$ cat config.mk
export PLATFORM = sky130hd
export DESIGN_NAME = llsc_monitor
export DESIGN_NICKNAME = d
export VERILOG_FILES = /design/src/rtl/llsc_pkg.sv /design/src/rtl/llsc_snoop_match.sv /design/src/rtl/llsc_link_reg.sv /design/src/rtl/llsc_rsp_stage.sv /design/src/rtl/llsc_monitor.sv
export SDC_FILE = /design/constraint.sdc
export NUM_CORES = 1
export LEC_CHECK = 0
export ABC_AREA = 1
export CAP_MARGIN = 10
export CELL_PAD_IN_SITES_DETAIL_PLACEMENT = 0
export CELL_PAD_IN_SITES_GLOBAL_PLACEMENT = 1
export CORE_AREA = 2 2 82 163
export DETAILED_ROUTE_END_ITERATION = 8
export DIE_AREA = 0 0 84 165
export PLACE_DENSITY = 0.85
export SLEW_MARGIN = 30
export SYNTH_ARGS = -nofsm -noshare
export SYNTH_HDL_FRONTEND = slang
export SYNTH_SLANG_ARGS = --single-unit
export TNS_END_PERCENT = 20
$ cat constraint.sdc
create_clock -name clk_i -period 1.8 [get_ports clk_i]
set_clock_uncertainty 0.1 [all_clocks]
set_input_delay 0.45 -clock clk_i [delete_from_list [all_inputs] [get_ports clk_i]]
set_output_delay 0.45 -clock clk_i [all_outputs]
set_load 0.02 [all_outputs]
$ cat src/rtl/llsc_pkg.sv
package llsc_pkg;
  typedef enum logic [1:0] {
    OP_LOAD  = 2'b00,
    OP_STORE = 2'b01,
    OP_LL    = 2'b10,
    OP_SC    = 2'b11
  } llsc_op_e;
endpackage

$ cat src/rtl/llsc_snoop_match.sv
module llsc_snoop_match #(
  parameter int unsigned ADDR_W    = 16,
  parameter int unsigned NUM_SNOOP = 2
) (
  input  logic [NUM_SNOOP-1:0]        snoop_valid_i,
  input  logic [NUM_SNOOP*ADDR_W-1:0] snoop_addr_i,
  input  logic [ADDR_W-1:0]           cmp_addr_i,
  output logic                        hit_o
);
  logic [NUM_SNOOP-1:0] port_hit;

  for (genvar k = 0; k < NUM_SNOOP; k++) begin : g_port
    assign port_hit[k] = snoop_valid_i[k] &&
                         (snoop_addr_i[k*ADDR_W +: ADDR_W] == cmp_addr_i);
  end

  assign hit_o = |port_hit;
endmodule

$ cat src/rtl/llsc_link_reg.sv
module llsc_link_reg #(
  parameter int unsigned ADDR_W = 16
) (
  input  logic              clk_i,
  input  logic              rst_ni,
  input  logic              set_i,
  input  logic [ADDR_W-1:0] set_addr_i,
  input  logic              set_kill_i,
  input  logic              clr_i,
  output logic              valid_o,
  output logic [ADDR_W-1:0] addr_o
);
  always_ff @(posedge clk_i or negedge rst_ni) begin
    if (!rst_ni) begin
      valid_o <= 1'b0;
      addr_o  <= '0;
    end else if (set_i) begin
      addr_o  <= set_addr_i;
      valid_o <= !set_kill_i;  // remote write racing the new link
    end else if (clr_i) begin
      valid_o <= 1'b0;
    end
  end
endmodule

$ cat src/rtl/llsc_rsp_stage.sv
module llsc_rsp_stage
  import llsc_pkg::*;
#(
  parameter int unsigned DATA_W = 32
) (
  input  logic              clk_i,
  input  logic              rst_ni,
  input  logic              fire_i,
  input  llsc_op_e          op_i,
  input  logic              sc_ok_i,
  input  logic [DATA_W-1:0] mem_rdata_i,
  output logic              rsp_valid_o,
  output logic [DATA_W-1:0] rsp_data_o
);
  llsc_op_e op_q;
  logic     ok_q;

  always_ff @(posedge clk_i or negedge rst_ni) begin
    if (!rst_ni) begin
      rsp_valid_o <= 1'b0;
      op_q        <= OP_LOAD;
      ok_q        <= 1'b0;
    end else begin
      rsp_valid_o <= fire_i;
      if (fire_i) begin
        op_q <= op_i;
        ok_q <= sc_ok_i;
      end
    end
  end

  always_comb begin
    unique case (op_q)
      OP_LOAD, OP_LL: rsp_data_o = mem_rdata_i;
      OP_SC:          rsp_data_o = {{(DATA_W-1){1'b0}}, ok_q};
      default:        rsp_data_o = '0;
    endcase
  end
endmodule

$ cat src/rtl/llsc_monitor.sv
module llsc_monitor
  import llsc_pkg::*;
#(
  parameter int unsigned ADDR_W    = 16,
  parameter int unsigned DATA_W    = 32,
  parameter int unsigned NUM_SNOOP = 2
) (
  input  logic                        clk_i,
  input  logic                        rst_ni,
  input  logic                        req_valid_i,
  input  logic [1:0]                  req_op_i,
  input  logic [ADDR_W-1:0]           req_addr_i,
  input  logic [DATA_W-1:0]           req_wdata_i,
  input  logic [NUM_SNOOP-1:0]        snoop_valid_i,
  input  logic [NUM_SNOOP*ADDR_W-1:0] snoop_addr_i,
  output logic                        mem_req_o,
  output logic                        mem_we_o,
  output logic [ADDR_W-1:0]           mem_addr_o,
  output logic [DATA_W-1:0]           mem_wdata_o,
  input  logic [DATA_W-1:0]           mem_rdata_i,
  output logic                        rsp_valid_o,
  output logic [DATA_W-1:0]           rsp_data_o
);
  llsc_op_e          op;
  logic              is_ll, is_sc, is_wr;
  logic              link_vld;
  logic [ADDR_W-1:0] link_addr;
  logic              snoop_hits_link, snoop_hits_req;
  logic              sc_ok;

  assign op    = llsc_op_e'(req_op_i);
  assign is_ll = req_valid_i && (op == OP_LL);
  assign is_sc = req_valid_i && (op == OP_SC);
  assign is_wr = (op == OP_STORE) || (op == OP_SC);

  llsc_snoop_match #(.ADDR_W(ADDR_W), .NUM_SNOOP(NUM_SNOOP)) u_match_link (
    .snoop_valid_i (snoop_valid_i),
    .snoop_addr_i  (snoop_addr_i),
    .cmp_addr_i    (link_addr),
    .hit_o         (snoop_hits_link)
  );

  llsc_snoop_match #(.ADDR_W(ADDR_W), .NUM_SNOOP(NUM_SNOOP)) u_match_req (
    .snoop_valid_i (snoop_valid_i),
    .snoop_addr_i  (snoop_addr_i),
    .cmp_addr_i    (req_addr_i),
    .hit_o         (snoop_hits_req)
  );

  // snoop beats a same-cycle store-conditional
  assign sc_ok = is_sc && link_vld && (req_addr_i == link_addr) && !snoop_hits_link;

  llsc_link_reg #(.ADDR_W(ADDR_W)) u_link (
    .clk_i      (clk_i),
    .rst_ni     (rst_ni),
    .set_i      (is_ll),
    .set_addr_i (req_addr_i),
    .set_kill_i (snoop_hits_req),
    .clr_i      (is_sc || snoop_hits_link),
    .valid_o    (link_vld),
    .addr_o     (link_addr)
  );

  assign mem_req_o   = req_valid_i && (!is_sc || sc_ok);
  assign mem_we_o    = mem_req_o && is_wr;
  assign mem_addr_o  = req_addr_i;
  assign mem_wdata_o = req_wdata_i;

  llsc_rsp_stage #(.DATA_W(DATA_W)) u_rsp (
    .clk_i       (clk_i),
    .rst_ni      (rst_ni),
    .fire_i      (req_valid_i),
    .op_i        (op),
    .sc_ok_i     (sc_ok),
    .mem_rdata_i (mem_rdata_i),
    .rsp_valid_o (rsp_valid_o),
    .rsp_data_o  (rsp_data_o)
  );
endmodule

==> out/results.txt, run 1 <==
Min Tclk post-route: 2.30 ns
All-layer global routing usage: 0.139
Cell count after synthesis: 462
Status: complete, but fails checks
Pwr Density: 524 mW/mm^2
Top post-synthesis cells by count: nand2_1 (135), inv_1 (89), nor2_1 (68), buf_4 (48), o21ai_0 (29)
Most Frequent Cell on Critical Path: nor2_1
Relative slew slack: 0.768
FP Rows: 58
Hold Slack: 0.353 ns
Top-area cell type share of the netlist area: 0.201
CTS tree: done
Initial DRC count: 143
Leakage: 2.46 nW
Failing checks: negative setup slack
Synth-to-layout area growth: 68.9%
DR pass1 iterations: 4
DRT Wirelength: 9810 um
CP Class: primary input to primary output
Post-synth EDFFs: 0
Asr flop ratio synth: 1.00
Worst Path Required: 1.25 ns
R2R setup slack: 0.07 ns
End of the worst register-to-register path: u_link.valid_o$_DFFE_PN0P_
Layout cells sized above 1: 0.250
Mapped Area: 0.00261 mm^2
Nets: 755
Hold Crit Depth: 3
Clock Pin Slew Worst Setup and Hold Paths: 0.07 ns
Max Root-Sink Buffers: 2
Root Driver: clkbuf_16
I/O Pins: 202
Die X: 84 um
Register area share after synthesis: 0.201
Final setup fails: 4
Crit share post-route: 1.28
RSZ-0062 raised after global routing: yes
Most common cell in the netlist: nand2_1
Num CTS Buffers: 3
Hpwl dp: 8060 um
Vias in the first global route: 3,185
Worst-path fanout max: 3
Largest net degree at the start of global routing: 22
Die area: 0.0139 mm^2
Final Non-Filler Cells: 786
GP Congestion: 0.851
Syn_nets: 581
Synth Register Bits: 21
Element type at the critical path end: primary output
Sink Count: 21
Worst setup SP type: primary input
Initial antenna violation count: 1
Worst vdd ir: 0.000352 V
Final worst slack: -0.500 ns
CP top delay family: simple AND/OR/NAND/NOR gates
Hold crit path type: primary input to register
Netlist cell types: 26
Post-Syn Area per Cell: 5.66 um^2
Worst R2R Path Depth: 12
CP max stage cell: clkdlybuf4s50_1
# DRC: 0
Largest area contributor in the netlist: dfrtp_1
Core area: 0.0126 mm^2
Worst Path Arrival: 1.75 ns
Least-Margin Pin Slew: 0.349 ns
Combined buffer and inverter count along the critical path: 2
First-pass GRT wire length: 15,400 um
Synth area leaders: dfrtp_1 (20%), nand2_1 (19%), buf_4 (14%), inv_1 (13%), nor2_1 (9.8%)
YS warnings: 0
Initial Utilization: 0.208
Critical Path Start: snoop_addr_i[0]
DP Cell Count: 765
Clk_lat worst skew: 0.26 ns
DR vias: 3,157
Crit path cell chain: clkdlybuf4s50_1 -> nor2_1 -> nor2_1 -> nand2_1 -> nor2_2 -> nand3_2 -> nand3_4 -> nand2_2 -> buf_6
FMAX: 435 MHz
Hold Startpoint: req_addr_i[7]
CP peak stage delay: 0.49 ns
DRT antenna net count: 0
Endpoints failing hold: 0
Max-slew violation count: 0
Main synth FF type: dfrtp_1
H-tree depth: 1
Drt via density: 4.02
Grt ovf: 0
Maximum Capacitance Violations: 0
Drt wl/cell: 12.5 um
Port bufs: 137
Worst Hold End: u_link.addr_o[7]$_DFFE_PN0P_
Reg-to-Reg Start: u_link.addr_o[9]$_DFFE_PN0P_
Chip height: 165 um
power breakdown:
part	internal [mW]	total, mW	switching, mW
logic	0.585	1.20	0.618
clock network	0.304	0.511	0.207
registers	0.541	0.601	0.0603
through the flow:
step	util	setup TNS [ns]	instance area, um^2	worst slack (ns)	power, mW
after floorplan	-	0	2630	0.0212	1.27
after global placement	0.345	-23.60	4330	-1.33	1.82
after detailed placement	0.345	-24.16	4330	-1.34	1.83
after CTS	0.345	-1.68	4340	-0.539	2.31
after global routing	0.352	-1.93	4420	-0.596	2.49
final	0.352	-1.50	4420	-0.500	2.31
kinds of logic after synthesis:
logic type | after synthesis | share of synthesized area
flops | 21 | 0.201
xor+xnor | 24 | 0.0804
compound gates | 39 | 0.0804
buf+inv | 143 | 0.276
mux | 1 | 0.00431
simple gates | 234 | 0.358
cell usage in the layout, fill, tap and decap left out, types with 6 or more instances in the layout:
master | Yosys | layout
nor2_2 | 1 | 9
o21ai_0 | 29 | 25
buf_2 | 2 | 30
nand2_1 | 135 | 133
inv_1 | 89 | 83
dfrtp_1 | 21 | 21
buf_4 | 48 | 87
nand3_1 | 17 | 12
clkdlybuf4s50_1 | 0 | 39
xnor2_1 | 20 | 19
inv_2 | 0 | 6
nor2_1 | 68 | 58
dlygate4sd2_1 | 0 | 51
layout make-up:
| type | count | area [um^2] |
|---|---|---|
| clock buffer | 4 | 78.8 |
| inverter | 89 | 334 |
| fill | 1413 | 8140 |
| antenna | 1 | 2.50 |
| timing repair buffer | 223 | 1820 |
| multi-input combinational | 298 | 1470 |
| sequential | 21 | 526 |
| tap | 150 | 188 |
worst register-to-register path, delay by kind of cell, from the launching register on:
kind,cells,cell delay [ns]
buffers and inverters,4,0.52
AND/OR/NAND/NOR,8,0.62
flip-flops,1,0.39
metal layers:
metal	vias to the layer above	share of wire	GRT usage
met5	-	0	0
met4	0	0.018	0.0630
met2	67	0.58	0.279
met1	1401	0.37	0.144
met3	15	0.033	0.00950
li1	1674	-	-
timing repair:
item | CTS | global route
endpoints found under the setup margin | 52 | 7
gates resized for setup | 231 | 25
pin swaps | 23 | 23
hold buffers | 0 | 0
buffers inserted | 14 | 2
gates cloned | 0 | 0
worst max-delay path by stage:
stage,end,cells past startpoint
final,mem_req_o,9
after global routing,mem_req_o,11
after CTS,mem_we_o,11
after detailed placement,mem_we_o,12
after global placement,mem_we_o,12
after floorplan,mem_we_o,8
state kept, by name (all words and copies together), names as in the netlist:
name               flops
u_link.addr_o         16
u_rsp.op_q             2
u_rsp.rsp_valid_o      1
u_link.valid_o         1
u_rsp.ok_q             1
Note: power is estimated with default switching activity, not from simulation.
==> run 2: changes to the inputs <==
- ABC_AREA: 1 -> unset
- CORE_AREA: 2 2 82 163 -> 2 2 74 147
- DIE_AREA: 0 0 84 165 -> 0 0 76 149
- PLACE_DENSITY: 0.85 -> 0.91
- RECOVER_POWER: unset -> 50
- clock period: 1.8 -> 2.94 ns (I/O delays scaled with it)
==> run 2 against run 1 <==
  * The run still ends with negative setup slack left
  * Power decreased by 27%
  * First-iteration DRC count increased by 7.0%
  * Wire length increased by 1.0%
  * Non-clock buffer count decreased by 10
  * Global-route usage increased by 2.9 points
  * Via count decreased by 16%
  * Critical path depth decreased by 1
==> out/results.txt, run 2 <==
Reg area: 526 um^2
Worst Path Required: 2.11 ns
Num CTS Buffers: 3
Post-Syn Area per Cell: 8.89 um^2
Leakage: 1.89 nW
DRT antenna net count: 0
Worst-path fanout max: 3
CP peak stage delay: 0.29 ns
Final setup fails: 2
H-tree depth: 1
Reg-to-Reg Start: u_link.addr_o[1]$_DFFE_PN0P_
# DRC: 0
Netlist cell types: 28
Drt wl/cell: 17.4 um
All-layer global routing usage: 0.169
DR vias: 2,646
Asr flop ratio synth: 1.00
Final Non-Filler Cells: 570
Synth Register Bits: 21
Mapped Area: 0.00239 mm^2
Commonest non-fill, non-tap cell in the layout: clkdlybuf4s50_1
Initial DRC count: 153
Port bufs: 137
CP Class: primary input to primary output
Largest net degree at the start of global routing: 33
Core area: 0.0103 mm^2
Layout cells sized above 1: 0.420
Max-slew violation count: 0
Endpoints failing hold: 0
Main synth FF type: dfrtp_1
Worst Path Arrival: 2.20 ns
Pwr Density: 375 mW/mm^2
Hold Startpoint: u_rsp.op_q[0]$_DFFE_PN0P_
Die area: 0.0113 mm^2
Layout fillers: 968
RSZ-0062 raised after global routing: yes
Drt via density: 4.64
Crit share post-route: 1.03
YS warnings: 0
CTS tree: done
Least-Margin Pin Slew: 1.23 ns
Synth area leaders: xor2_1 (23%), dfrtp_1 (22%), buf_4 (15%), nor2b_1 (8.1%), mux2_2 (8.0%)
I/O Pins: 202
Top-area cell type share of the netlist area: 0.231
Min Tclk post-route: 3.03 ns
DRT Wirelength: 9910 um
Critical Path Start: snoop_addr_i[25]
Maximum Capacitance Violations: 0
ANT cells: 0
Cell count after synthesis: 269
Initial antenna violation count: 0
Max Root-Sink Buffers: 2
Relative slew slack: 0.181
Grt ovf: 0
Dpl ws: -1.18 ns
GP Congestion: 0.981
Hold crit path type: register to register
First-pass GRT wire length: 15,000 um
Top post-synthesis cells by count: xor2_1 (63), buf_4 (48), nor2b_1 (31), dfrtp_1 (21)
Final worst slack: -0.0931 ns
Area of the multi-input gates: 0.00189 mm^2
Crit path cell chain: dlygate4sd2_1 -> xor2_1 -> nor4_2 -> nand4_1 -> o32ai_2 -> buf_4 -> o21ai_4 -> buf_6
DR pass1 iterations: 4
CP max stage cell: dlygate4sd2_1
Most common cell in the netlist: xor2_1
Regs by FF count: u_link.addr_o: 16 flops, u_rsp.op_q: 2 flops
Register area share after synthesis: 0.220
CTS Hold Bufs: 0
Initial Utilization: 0.233
Worst vdd ir: 0.000227 V
Element type at the critical path end: primary output
Synth-to-layout area growth: 88.1%
Root Driver: clkbuf_16
Post-synth EDFFs: 0
Number of flip-flops in the largest register: 16
Vias in the first global route: 2,876
Sink Count: 21
FMAX: 330 MHz
FP Rows: 53
Chip height: 149 um
Die X: 76 um
Syn_nets: 388
DP Cell Count: 559
Most frequent cells in the layout: clkdlybuf4s50_1 (83), buf_4 (75), xor2_1 (36), nor2b_1 (31), xor2_2 (28)
Largest area contributor in the netlist: xor2_1
Failing checks: negative setup slack
Biggest register: u_link.addr_o
Hpwl dp: 7780 um
Clk_lat worst skew: 0.26 ns
Nets: 553
Status: complete, but fails checks
Clock Pin Slew Worst Setup and Hold Paths: 0.06 ns
Worst setup SP type: primary input
## run 2: kinds of logic (layout without fill, tap and decap cells)
family | after synthesis | in the layout | share of synthesized area
buf+inv | 57 | 221 | 0.165
simple gates | 84 | 84 | 0.212
xor+xnor | 80 | 80 | 0.296
compound gates | 10 | 10 | 0.0277
flops | 21 | 21 | 0.220
mux | 17 | 17 | 0.0800
## run 2: what timing repair did
action | 4_1_cts | 5_1_grt
resized for setup | 160 | 47
setup buffers | 5 | 2
cloned | 0 | 0
pin swaps | 36 | 16
endpoints found under the setup margin | 2 | 2
## run 2: metrics by stage
step / TNS [ns] / cell area (um^2) / hold slack, ns / utilization / power, mW
2_1_floorplan: 0 / 2420 / 0.339 / - / 0.826
3_3_place_gp: -2.00 / 4100 / 0.417 / 0.399 / 1.20
3_5_place_dp: -1.96 / 4100 / 0.435 / 0.399 / 1.22
4_1_cts: -0.0649 / 4420 / 0.448 / 0.430 / 1.61
5_1_grt: -0.270 / 4500 / 0.470 / 0.438 / 1.76
6_report: -0.145 / 4500 / 0.443 / 0.438 / 1.69
## run 2: layer usage
layer / up-vias / global-route usage / part of all wire
met5: - / 0 / 0
met4: 0 / 0.0873 / 0.052
met3: 55 / 0.0490 / 0.11
met2: 224 / 0.302 / 0.48
met1: 1195 / 0.178 / 0.36
li1: 1172 / - / -
## run 2: power breakdown
part | switching (mW) | leakage [nW] | internal (mW)
Clock | 0.120 | 0.0409 | 0.183
Combinational | 0.450 | 1.60 | 0.519
Sequential | 0.0793 | 0.251 | 0.336
## run 2: worst max-delay path, delay by kind of cell
family	cells	cell delay, ns
buf+inv	3	0.60
xor+xnor	1	0.19
compound gates	2	0.22
simple gates	2	0.45
## run 2: cell type report
class | count | area share
flip-flops and latches | 21 | 0.117
multi-input cells | 191 | 0.420
clock inverters | 1 | 0.00111
inverters | 4 | 0.00334
repair buffers | 213 | 0.404
well taps | 137 | 0.0381
clock buffers | 3 | 0.0167
## run 2: final timing paths
path / end / slack (ns) / cells past startpoint
worst max-delay path: mem_req_o / -0.09 / 8
worst min-delay path: u_rsp.op_q[0]$_DFFE_PN0P_ / 0.44 / 1
worst max register to register: u_link.valid_o$_DFFE_PN0P_ / 0.88 / 7
worst min register to register: u_rsp.op_q[0]$_DFFE_PN0P_ / 0.44 / 1
max in group asynchronous: u_link.addr_o[6]$_DFFE_PN0P_ / 0.86 / 2
min in group asynchronous: u_link.addr_o[10]$_DFFE_PN0P_ / 1.15 / 2
